**src/rtl/dwa_pkg.sv**
```systemverilog
package dwa_pkg;

  typedef enum logic [2:0] {
    OP_ADD = 3'd0,
    OP_ADC = 3'd1,
    OP_SUB = 3'd2,
    OP_SBB = 3'd3,
    OP_AND = 3'd4,
    OP_OR  = 3'd5,
    OP_XOR = 3'd6,
    OP_CMP = 3'd7
  } dwa_op_e;

  // bit 0 is the carry, bit 5 the overflow
  typedef struct packed {
    logic ovf;
    logic sgn;
    logic zro;
    logic aux;
    logic par;
    logic cry;
  } dwa_flags_t;

  function automatic logic is_subtract(input dwa_op_e op);
    return (op == OP_SUB) || (op == OP_SBB) || (op == OP_CMP);
  endfunction

  function automatic logic uses_carry(input dwa_op_e op);
    return (op == OP_ADC) || (op == OP_SBB);
  endfunction

  function automatic logic is_bitwise(input dwa_op_e op);
    return (op == OP_AND) || (op == OP_OR) || (op == OP_XOR);
  endfunction

endpackage

```
**src/rtl/dwa_addsub.sv**
```systemverilog
module dwa_addsub #(
  parameter int W = 8
) (
  input  logic [W-1:0] a,
  input  logic [W-1:0] b,
  input  logic         sub,
  input  logic         cin,
  output logic [W-1:0] sum,
  output logic         cry,
  output logic         aux,
  output logic         ovf
);
  logic [W-1:0] b_eff;
  logic         c_eff;
  logic         c_out;
  logic         c_top;
  logic         c_nib;

  assign b_eff = sub ? ~b : b;
  assign c_eff = sub ? ~cin : cin;
  assign {c_out, sum} = {1'b0, a} + {1'b0, b_eff} + {{W{1'b0}}, c_eff};

  // carries into the top bit and into bit 4, recovered from the sum bits
  assign c_top = sum[W-1] ^ a[W-1] ^ b_eff[W-1];
  assign c_nib = sum[4] ^ a[4] ^ b_eff[4];

  assign cry = c_out ^ sub;
  assign aux = c_nib ^ sub;
  assign ovf = c_out ^ c_top;
endmodule

```
**src/rtl/dwa_flag_gen.sv**
```systemverilog
module dwa_flag_gen
  import dwa_pkg::*;
#(
  parameter int DATA_W = 16
) (
  input  logic [DATA_W-1:0] result,
  input  logic              wide,
  input  logic              bitwise,
  input  logic              a_cry,
  input  logic              a_aux,
  input  logic              a_ovf,
  output dwa_flags_t        flags
);
  localparam int HALF_W = DATA_W / 2;

  always_comb begin
    flags.cry = bitwise ? 1'b0 : a_cry;
    flags.aux = bitwise ? 1'b0 : a_aux;
    flags.ovf = bitwise ? 1'b0 : a_ovf;
    flags.par = ~^result[7:0];
    flags.sgn = wide ? result[DATA_W-1] : result[HALF_W-1];
    flags.zro = wide ? (result == '0) : (result[HALF_W-1:0] == '0);
  end
endmodule

```
**src/rtl/dwa_flag_reg.sv**
```systemverilog
module dwa_flag_reg
  import dwa_pkg::*;
(
  input  logic       clk,
  input  logic       rst_n,
  input  logic       load,
  input  dwa_flags_t d,
  output dwa_flags_t q
);
  always_ff @(posedge clk or negedge rst_n) begin
    if (!rst_n)    q <= '0;
    else if (load) q <= d;
  end
endmodule

```
**src/rtl/dwa_alu.sv**
```systemverilog
module dwa_alu
  import dwa_pkg::*;
#(
  parameter int DATA_W = 16
) (
  input  logic              clk,
  input  logic              rst_n,
  input  logic [DATA_W-1:0] a_i,
  input  logic [DATA_W-1:0] b_i,
  input  logic [2:0]        op_i,
  input  logic              wide_i,
  input  logic              flag_en_i,
  output logic [DATA_W-1:0] result_o,
  output logic [5:0]        flags_o,
  output logic              writeback_o,
  output logic [5:0]        flags_q_o
);
  localparam int HALF_W = DATA_W / 2;
  localparam int PAD_W  = DATA_W - HALF_W;

  dwa_op_e    op;
  dwa_flags_t f_new;
  dwa_flags_t f_q;
  logic       sub, bitwise, cin;

  assign op      = dwa_op_e'(op_i);
  assign sub     = is_subtract(op);
  assign bitwise = is_bitwise(op);
  assign cin     = uses_carry(op) & f_q.cry;

  logic [HALF_W-1:0] n_sum;
  logic [DATA_W-1:0] w_sum;
  logic n_cry, n_aux, n_ovf, w_cry, w_aux, w_ovf;

  dwa_addsub #(.W(HALF_W)) u_narrow (
    .a(a_i[HALF_W-1:0]), .b(b_i[HALF_W-1:0]), .sub(sub), .cin(cin),
    .sum(n_sum), .cry(n_cry), .aux(n_aux), .ovf(n_ovf)
  );

  dwa_addsub #(.W(DATA_W)) u_wide (
    .a(a_i), .b(b_i), .sub(sub), .cin(cin),
    .sum(w_sum), .cry(w_cry), .aux(w_aux), .ovf(w_ovf)
  );

  logic [DATA_W-1:0] bit_full, bit_res, ari_res, res;

  always_comb begin
    case (op)
      OP_AND:  bit_full = a_i & b_i;
      OP_OR:   bit_full = a_i | b_i;
      default: bit_full = a_i ^ b_i;
    endcase
  end

  assign bit_res = wide_i ? bit_full : {{PAD_W{1'b0}}, bit_full[HALF_W-1:0]};
  assign ari_res = wide_i ? w_sum    : {{PAD_W{1'b0}}, n_sum};
  assign res     = bitwise ? bit_res : ari_res;

  dwa_flag_gen #(.DATA_W(DATA_W)) u_flags (
    .result(res), .wide(wide_i), .bitwise(bitwise),
    .a_cry(wide_i ? w_cry : n_cry),
    .a_aux(wide_i ? w_aux : n_aux),
    .a_ovf(wide_i ? w_ovf : n_ovf),
    .flags(f_new)
  );

  dwa_flag_reg u_freg (
    .clk(clk), .rst_n(rst_n), .load(flag_en_i), .d(f_new), .q(f_q)
  );

  assign result_o    = res;
  assign flags_o     = f_new;
  assign flags_q_o   = f_q;
  assign writeback_o = (op != OP_CMP);
endmodule

```
**config.mk**
```make
export PLATFORM = sky130hd
export DESIGN_NAME = dwa_alu
export DESIGN_NICKNAME = d
export VERILOG_FILES = /design/src/rtl/dwa_pkg.sv /design/src/rtl/dwa_addsub.sv /design/src/rtl/dwa_flag_gen.sv /design/src/rtl/dwa_flag_reg.sv /design/src/rtl/dwa_alu.sv
export SDC_FILE = /design/constraint.sdc
export NUM_CORES = 1
export LEC_CHECK = 0
export BUFFER_PORTS_ARGS = -buffer_cell sky130_fd_sc_hd__buf_2
export CAP_MARGIN = 20
export CORE_AREA = 8 8 76 78
export DETAILED_ROUTE_END_ITERATION = 10
export DIE_AREA = 0 0 84 86
export GPL_TIMING_DRIVEN = 0
export PLACE_DENSITY = 0.93
export SLEW_MARGIN = 20
export SYNTH_ARGS = -nofsm -noshare
export SYNTH_HDL_FRONTEND = slang
export SYNTH_SLANG_ARGS = --single-unit
```
**constraint.sdc**
```tcl
create_clock -name clk -period 25.4 [get_ports clk]
set_clock_uncertainty 0.15 [all_clocks]
set_input_delay 6.35 -clock clk [delete_from_list [all_inputs] [get_ports clk]]
set_output_delay 6.35 -clock clk [all_outputs]
set_load 0.01 [all_outputs]
```
==> metrics.json, run 1 <==
{
  "cts": {
    "cts_sinks": 6,
    "ctsHoldBuffers": 0,
    "clkTransAtPathRegs_ns": 0.04,
    "postCtsSetupRepairBufs": 0,
    "clock_tree.root_cell": "clkbuf_8",
    "insertion_delay_ns": 0.21,
    "cts_repair_resize_count": 0,
    "tritoncts.num_buffers": 3,
    "tritoncts": "yes",
    "cts_htree_levels": 1,
    "cts-root-to-sink-buffers": 2
  },
  "power": {
    "cellLeakagePower_uw": 0.00161,
    "irDropWorstVdd_mv": 0.0566,
    "power_density_nw_per_um2": 46.4,
    "fin_total_pwr_uw": 145
  },
  "sta": {
    "grt_setup_unrepaired": "false",
    "maxClockFrequency_mhz": 54.4,
    "worst_slew_margin_rel": 0.484,
    "min_period_ns": 18.40,
    "fin_tns_setup_ns": 0,
    "finalHoldViolations": 0,
    "final-setup-viol-count": 0,
    "slew_viol_final": 0,
    "period_share": 0.724,
    "worst-slew-pin-transition_ns": 0.774
  },
  "layout": {
    "stdcell_count": 500,
    "layout.area.seq_um2": 150,
    "final_net_count": 540,
    "post_route_cells_drive_above_1_share": 0.182,
    "reg_top3": "u_freg.q x6",
    "multi_input_comb_area_um2": 2290,
    "area_growth_syn_to_layout_pct": 15.9,
    "filler_cell_count": 400,
    "insertedDiodeCount": 0,
    "max_flop_register": "u_freg.q",
    "largest_register_ff_count": 6
  },
  "synthesis": {
    "postSynth.topFlopCell": "dfrtp_1",
    "synthesis.area_um2": 2690,
    "seq_area_frac_synth": 0.0558,
    "synthesis.instances": 379,
    "synth_seq_cells": 6,
    "synth_edf_count": 0,
    "mappedNetlistNets": 471,
    "synth_area_per_cell_um2": 7.10,
    "yosysUniqueCellTypes": 55,
    "ys_async_sr_fraction": 1.00,
    "number_of_warnings_reported_in_the_yosys_synthesis_log": 0
  },
  "global_routing": {
    "gr-usage-met3": 0.0341,
    "grt-ovfl-total": 0,
    "vias_in_the_first_global_route": 2944,
    "use_met2": 0.378,
    "grt_util_met1": 0.235,
    "groute.usage.overall": 0.206,
    "grt_first_pass_wirelength_mm": 12.9,
    "busiest_layer": "met2",
    "grt_max_degree": 11,
    "grt_antenna_before_repair": 1
  },
  "worst_setup_path": {
    "max_fanout_on_critical_path": 10,
    "start_to_end_type_of_the_worst_setup_path": "input pin to primary output",
    "worst_setup_path_start_kind": "input pin",
    "cp_data_required_time_ns": 18.90,
    "critical_path.endpoint_type": "primary output",
    "cp.arrival_ns": 11.90
  },
  "detailed_routing": {
    "avgViaCountPerCell": 5.97,
    "route.antenna.remaining_nets": 0,
    "pre_antenna_drt_iters": 6,
    "drt_first_iter_violations": 244,
    "finalWirelength_mm": 7.95,
    "route.detailed.drc": 0,
    "route.vias.total": 2985,
    "wl_per_cell_um": 15.9
  },
  "place": {
    "place.gp.congestion": 0.883,
    "placedCellCount": 497,
    "hpwl_mm": 6.51,
    "io_buffers": 64
  },
  "floorplanning": {
    "floorplan.die.height_um": 86,
    "io_pins": 68,
    "die_width_um": 84,
    "initial_core_util": 0.585,
    "die-area_um2": 7220,
    "core_um2": 4600,
    "std_cell_rows": 25
  },
  "job": {
    "max-cap-violations": 0
  },
  "worst_hold_path": {
    "hold_class": "flop to flop"
  },
  "outcome": {
    "run_status": "complete, no violations"
  }
}
## worst paths after layout
check,from,endpoint,slack [ns],depth (start not counted)
worst min register to register,u_freg.q[3],u_freg.q[3],0.35,2
max in group asynchronous,rst_n,u_freg.q[5],19.16,1
worst max-delay path,op_i[0],flags_o[3],7.00,18
min in group asynchronous,rst_n,u_freg.q[1],5.80,1
worst min-delay path,u_freg.q[3],u_freg.q[3],0.35,2
worst max register to register,u_freg.q[0],u_freg.q[3],20.92,16
## kinds of logic after synthesis
kind of cell,Yosys count,share of synthesized area
muxes,10,0.0381
AOI/OAI and AO/OA,98,0.245
adders and majority gates,53,0.252
DFF,6,0.0558
buffers and inverters,68,0.0948
and+or+nand+nor,110,0.204
xor gates and xnor gates,34,0.111
## critical path, stage by stage
cell	delay, ns
clkbuf_1	0.33
clkbuf_1	0.48
buf_1	0.52
clkbuf_1	0.52
nand2_1	0.12
o21ai_0	0.18
a21o_1	0.18
fa_1	0.21
fa_1	0.24
a21oi_1	0.14
o221a_4	0.29
or4_4	0.54
a311oi_1	0.25
and4b_4	0.24
or4_1	0.51
or4b_4	0.53
nor2_1	0.10
buf_2	0.14
## synthesized netlist by cell type, types with 3 or more instances
master / number / share of area
a311oi_1: 3 / 0.0098
mux2i_1: 8 / 0.030
or2_2: 3 / 0.0070
nand4_1: 4 / 0.0093
xnor2_1: 34 / 0.11
clkbuf_1: 15 / 0.021
o22ai_1: 8 / 0.019
nand3_1: 12 / 0.022
ha_1: 51 / 0.24
a21oi_1: 23 / 0.043
o2111ai_1: 3 / 0.0098
nor2_1: 30 / 0.042
nand2_1: 30 / 0.042
a22oi_1: 3 / 0.0084
a211oi_1: 4 / 0.011
o21ai_0: 23 / 0.043
dfrtp_1: 6 / 0.056
o31ai_1: 3 / 0.0084
nor3_1: 6 / 0.011
a21o_1: 6 / 0.017
o22a_1: 3 / 0.0098
o21bai_1: 4 / 0.011
inv_1: 51 / 0.071
nand2b_1: 7 / 0.016
## final cells by class
cell class | instances | share of cell area
flip-flops and latches | 6 | 0.0481
multi-input cells | 305 | 0.733
repair buffers | 64 | 0.103
clock buffers | 3 | 0.0132
well taps | 54 | 0.0217
inverters | 51 | 0.0613
plain buffers | 17 | 0.0204
## power breakdown
| group | leakage (µW) | total (µW) | internal [µW] | switching [µW] |
|---|---|---|---|---|
| Clock | 0.0000216 | 13.7 | 10.1 | 3.57 |
| Combinational | 0.00151 | 117 | 49.5 | 67.7 |
| Sequential | 0.0000741 | 13.9 | 12.3 | 1.59 |
## layout by cell type, fill, tap and decap left out, drive strengths merged, types with 8 or more instances in the layout
cell type,count
o21ai,23
mux2i,8
nor2,30
clkbuf,18
xnor2,34
inv,51
a21oi,24
nand3,12
ha,51
buf,66
nand2,30
o22ai,8
## layer usage
metal  vias up  share of wire
met5         -         0.0016
met4         2          0.016
met3        13          0.061
met1      1381           0.43
met2       121           0.49
li1       1468              -
## through the flow
| step | worst slack [ns] | utilization | hold WS [ns] | area, µm² |
|---|---|---|---|---|
| after floorplan | 8.04 | - | 0.372 | 2690 |
| final | 7.00 | 0.679 | 0.346 | 3120 |
| after global routing | 6.63 | 0.679 | 0.374 | 3120 |
| after detailed placement | 7.02 | 0.670 | 0.338 | 3080 |
| after global placement | 7.22 | 0.670 | 0.325 | 3080 |
| after CTS | 7.03 | 0.679 | 0.345 | 3120 |
Note: power is estimated with default switching activity, not from simulation.
==> inputs of run 2 (changes only) <==
- CORE_AREA: 8 8 76 78 -> 8 8 83 85
- DIE_AREA: 0 0 84 86 -> 0 0 91 93
- PLACE_DENSITY: 0.93 -> 0.83
- clock period: 25.4 -> 15 ns (I/O delays scaled with it)
==> run 2 against run 1 <==
Worst hold slack gained 0.0029 ns; first-iteration DRC count decreased by 43%; cell area increased by 0.84%; combinational power is 69% higher; sequential share of layout area hardly changed; critical path type unchanged; die area rose by 17%; global-route usage shrank 1.7 points; largest cell class unchanged; critical path depth unchanged; via count down 0.60%; clock-buffer cell count unchanged; clock power up 75%; flip-flop and latch count unchanged.
==> metrics.json, run 2 (synthesis gave the netlist of run 1 again) <==
{
  "worst_setup_path": {
    "max_fanout_on_critical_path": {"value": 10, "change": "unchanged"},
    "critical_path.endpoint_type": "primary output",
    "cp.arrival": {"value": 9.30, "unit": "ns", "change": "-2.60 ns"},
    "critPathMostFrequentCell": "clkbuf_1",
    "cp_slowest_stage_delay": {"value": 0.54, "unit": "ns", "change": "about the same"},
    "critical-path-slowest-cell": "or4_4",
    "start_to_end_type_of_the_worst_setup_path": "input pin to primary output",
    "worst_setup_path_start_kind": "input pin",
    "cp_cell_sequence": "clkbuf_1 -> clkbuf_1 -> buf_1 -> clkbuf_1 -> nand2_1 -> o21ai_0 -> a21o_1 -> fa_1 -> fa_1 -> a21oi_1 -> o221a_4 -> or4_4 -> a311oi_1 -> and4b_4 -> or4_1 -> or4b_4 -> nor2_1 -> buf_2",
    "cp_data_required_time": {"value": 11.10, "unit": "ns", "change": "-7.80 ns"}
  },
  "place": {
    "placedCellCount": {"value": 518, "change": "+4.2%"},
    "hpwl": {"value": 6.78, "unit": "mm", "change": "+4.2%"},
    "placed_area": {"value": 3110, "unit": "µm²", "change": "+0.85%"},
    "place.gp.congestion": {"value": 0.929, "change": "+5.2%"},
    "io_buffers": {"value": 64, "change": "unchanged"}
  },
  "detailed_routing": {
    "avgViaCountPerCell": {"value": 5.69, "change": "-4.6%"},
    "pre_antenna_drt_iters": {"value": 4, "change": "-2"},
    "drt_first_iter_violations": {"value": 139, "change": "-43%"},
    "route.antenna.remaining_nets": {"value": 0, "change": "unchanged"},
    "route.detailed.drc": {"value": 0, "change": "unchanged"},
    "wl_per_cell": {"value": 15.8, "unit": "µm", "change": "-0.70%"},
    "finalWirelength": {"value": 8.23, "unit": "mm", "change": "+3.5%"},
    "route.vias.total": {"value": 2967, "change": "-0.60%"}
  },
  "floorplanning": {
    "die_width": {"value": 91, "unit": "µm", "change": "+8.3%"},
    "initial_core_util": {"value": 0.474, "change": "-0.111"},
    "core": {"value": 5680, "unit": "µm²", "change": "+23%"},
    "die-area": {"value": 8460, "unit": "µm²", "change": "+17%"},
    "std_cell_rows": {"value": 28, "change": "+12%"},
    "floorplan.die.height": {"value": 93, "unit": "µm", "change": "+8.1%"},
    "io_pins": {"value": 68, "change": "unchanged"}
  },
  "layout": {
    "stdcell_count": {"value": 521, "change": "+4.2%"},
    "reg_top3": "u_freg.q x6",
    "post_route_cells_drive_above_1_share": {"value": 0.182, "change": "unchanged"},
    "max_flop_register": "u_freg.q",
    "filler_cell_count": {"value": 565, "change": "+41%"},
    "final_net_count": {"value": 540, "change": "unchanged"},
    "largest_register_ff_count": {"value": 6, "change": "unchanged"},
    "leading_cell_type_in_the_layout_fill_and_taps_excluded": "buf_2",
    "final_core_util": {"value": 0.554, "change": "-0.124"},
    "area_growth_syn_to_layout_pct": 16.9,
    "most-common-layout-cells": "buf_2, inv_1, ha_1, xnor2_1",
    "final_area": {"value": 3150, "unit": "µm²", "change": "+0.84%"},
    "insertedDiodeCount": {"value": 0, "change": "unchanged"}
  },
  "cts": {
    "ctsHoldBuffers": {"value": 0, "change": "unchanged"},
    "clkTransAtPathRegs": {"value": 0.03, "unit": "ns", "change": "about the same"},
    "tritoncts": "yes",
    "cts_htree_levels": {"value": 1, "change": "unchanged"},
    "clock_tree.root_cell": "clkbuf_8",
    "cts_repair_resize_count": {"value": 0, "change": "unchanged"},
    "tritoncts.num_buffers": {"value": 3, "change": "unchanged"},
    "cts_sinks": {"value": 6, "change": "unchanged"},
    "postCtsSetupRepairBufs": {"value": 0, "change": "unchanged"},
    "cts-root-to-sink-buffers": {"value": 2, "change": "unchanged"},
    "insertion_delay": {"value": 0.22, "unit": "ns", "change": "about the same"}
  },
  "sta": {
    "worst_slew_margin_rel": {"value": 0.456, "change": "-0.0279"},
    "worst-slew-pin-transition": {"value": 0.816, "unit": "ns", "change": "+0.0418 ns"},
    "finalHoldViolations": {"value": 0, "change": "unchanged"},
    "slew_viol_final": {"value": 0, "change": "unchanged"},
    "grt_setup_unrepaired": "false",
    "period_share": 0.880,
    "maxClockFrequency_mhz": 75.7,
    "final-setup-viol-count": {"value": 0, "change": "unchanged"},
    "fin_tns_setup": {"value": 0, "unit": "ns", "change": "unchanged"},
    "min_period_ns": 13.20,
    "worst_hold_slack": {"value": 0.349, "unit": "ns", "change": "+0.00293 ns"}
  },
  "global_routing": {
    "grt_max_degree": {"value": 11, "change": "unchanged"},
    "groute.usage.overall": {"value": 0.189, "change": "-0.0167"},
    "grt_antenna_before_repair": {"value": 0, "change": "-1"},
    "grt_first_pass_wirelength": {"value": 13.7, "unit": "mm", "change": "+6.0%"},
    "grt-ovfl-total": {"value": 0, "change": "unchanged"},
    "vias_in_the_first_global_route": {"value": 2976, "change": "+1.1%"}
  },
  "job": {
    "max-cap-violations": {"value": 0, "change": "unchanged"}
  },
  "outcome": {
    "run_status": "complete, no violations"
  },
  "power": {
    "power_density": {"value": 77.8, "unit": "nW/µm²", "change": "+68%"},
    "irDropWorstVdd": {"value": 0.0877, "unit": "mV", "change": "+55%"},
    "cellLeakagePower": {"value": 0.00161, "unit": "µW", "change": "unchanged"}
  },
  "worst_hold_path": {
    "hold_class": "flop to flop"
  }
}
-- run 2: cell counts in the layout (fill, tap and decap cells not counted) --
Identical to the previous run, type by type.
-- run 2: layout make-up --
class	instances	area [µm²]	area share
multi-input combinational	305	2290	0.726
timing repair buffer	64	320	0.102
inverter	51	191	0.0608
sequential	6	150	0.0477
tap	75	93.8	0.0298
buffer	17	63.8	0.0203
clock buffer	3	41.3	0.0131
-- run 2: power by group --
group	total [µW]	switching, µW	internal (µW)
combinational	198	114	83.8
clock	24.0	6.75	17.2
sequential	23.2	2.29	20.9
total	245	123	122
-- run 2: path summary, 6_finish.rpt --
| kind | start | to | slack, ns | depth (start not counted) |
|---|---|---|---|---|
| max | op_i[0] | flags_o[3] | 1.80 | 18 |
| min | u_freg.q[2] | u_freg.q[2] | 0.35 | 1 |
| max reg2reg | u_freg.q[0] | u_freg.q[3] | 10.54 | 16 |
| min reg2reg | u_freg.q[2] | u_freg.q[2] | 0.35 | 1 |
| max in group asynchronous | rst_n | u_freg.q[1] | 11.35 | 1 |
| min in group asynchronous | rst_n | u_freg.q[5] | 3.20 | 1 |
-- run 2: worst max-delay path, delay by kind of cell --
| family | cells | cell delay, ns |
|---|---|---|
| and+or+nand+nor | 6 | 2.05 |
| buffers and inverters | 5 | 1.95 |
| AOI/OAI and AO/OA | 5 | 1.07 |
| adders and majority gates | 2 | 0.47 |
-- run 2: layer usage --
metal	part of all wire	GRT usage	up-vias
met1	0.43	0.214	1390
met4	0.011	0.0518	0
met2	0.50	0.357	105
met3	0.058	0.0304	8
li1	-	-	1464
met5	0	0	-
-- run 2: metrics by stage --
stage | setup slack, ns | total power [µW]
6_report | 1.80 | 245
5_1_grt | 1.45 | 269
4_1_cts | 1.77 | 245
3_5_place_dp | 1.80 | 219
3_3_place_gp | 1.95 | 214
2_1_floorplan | 2.84 | 158
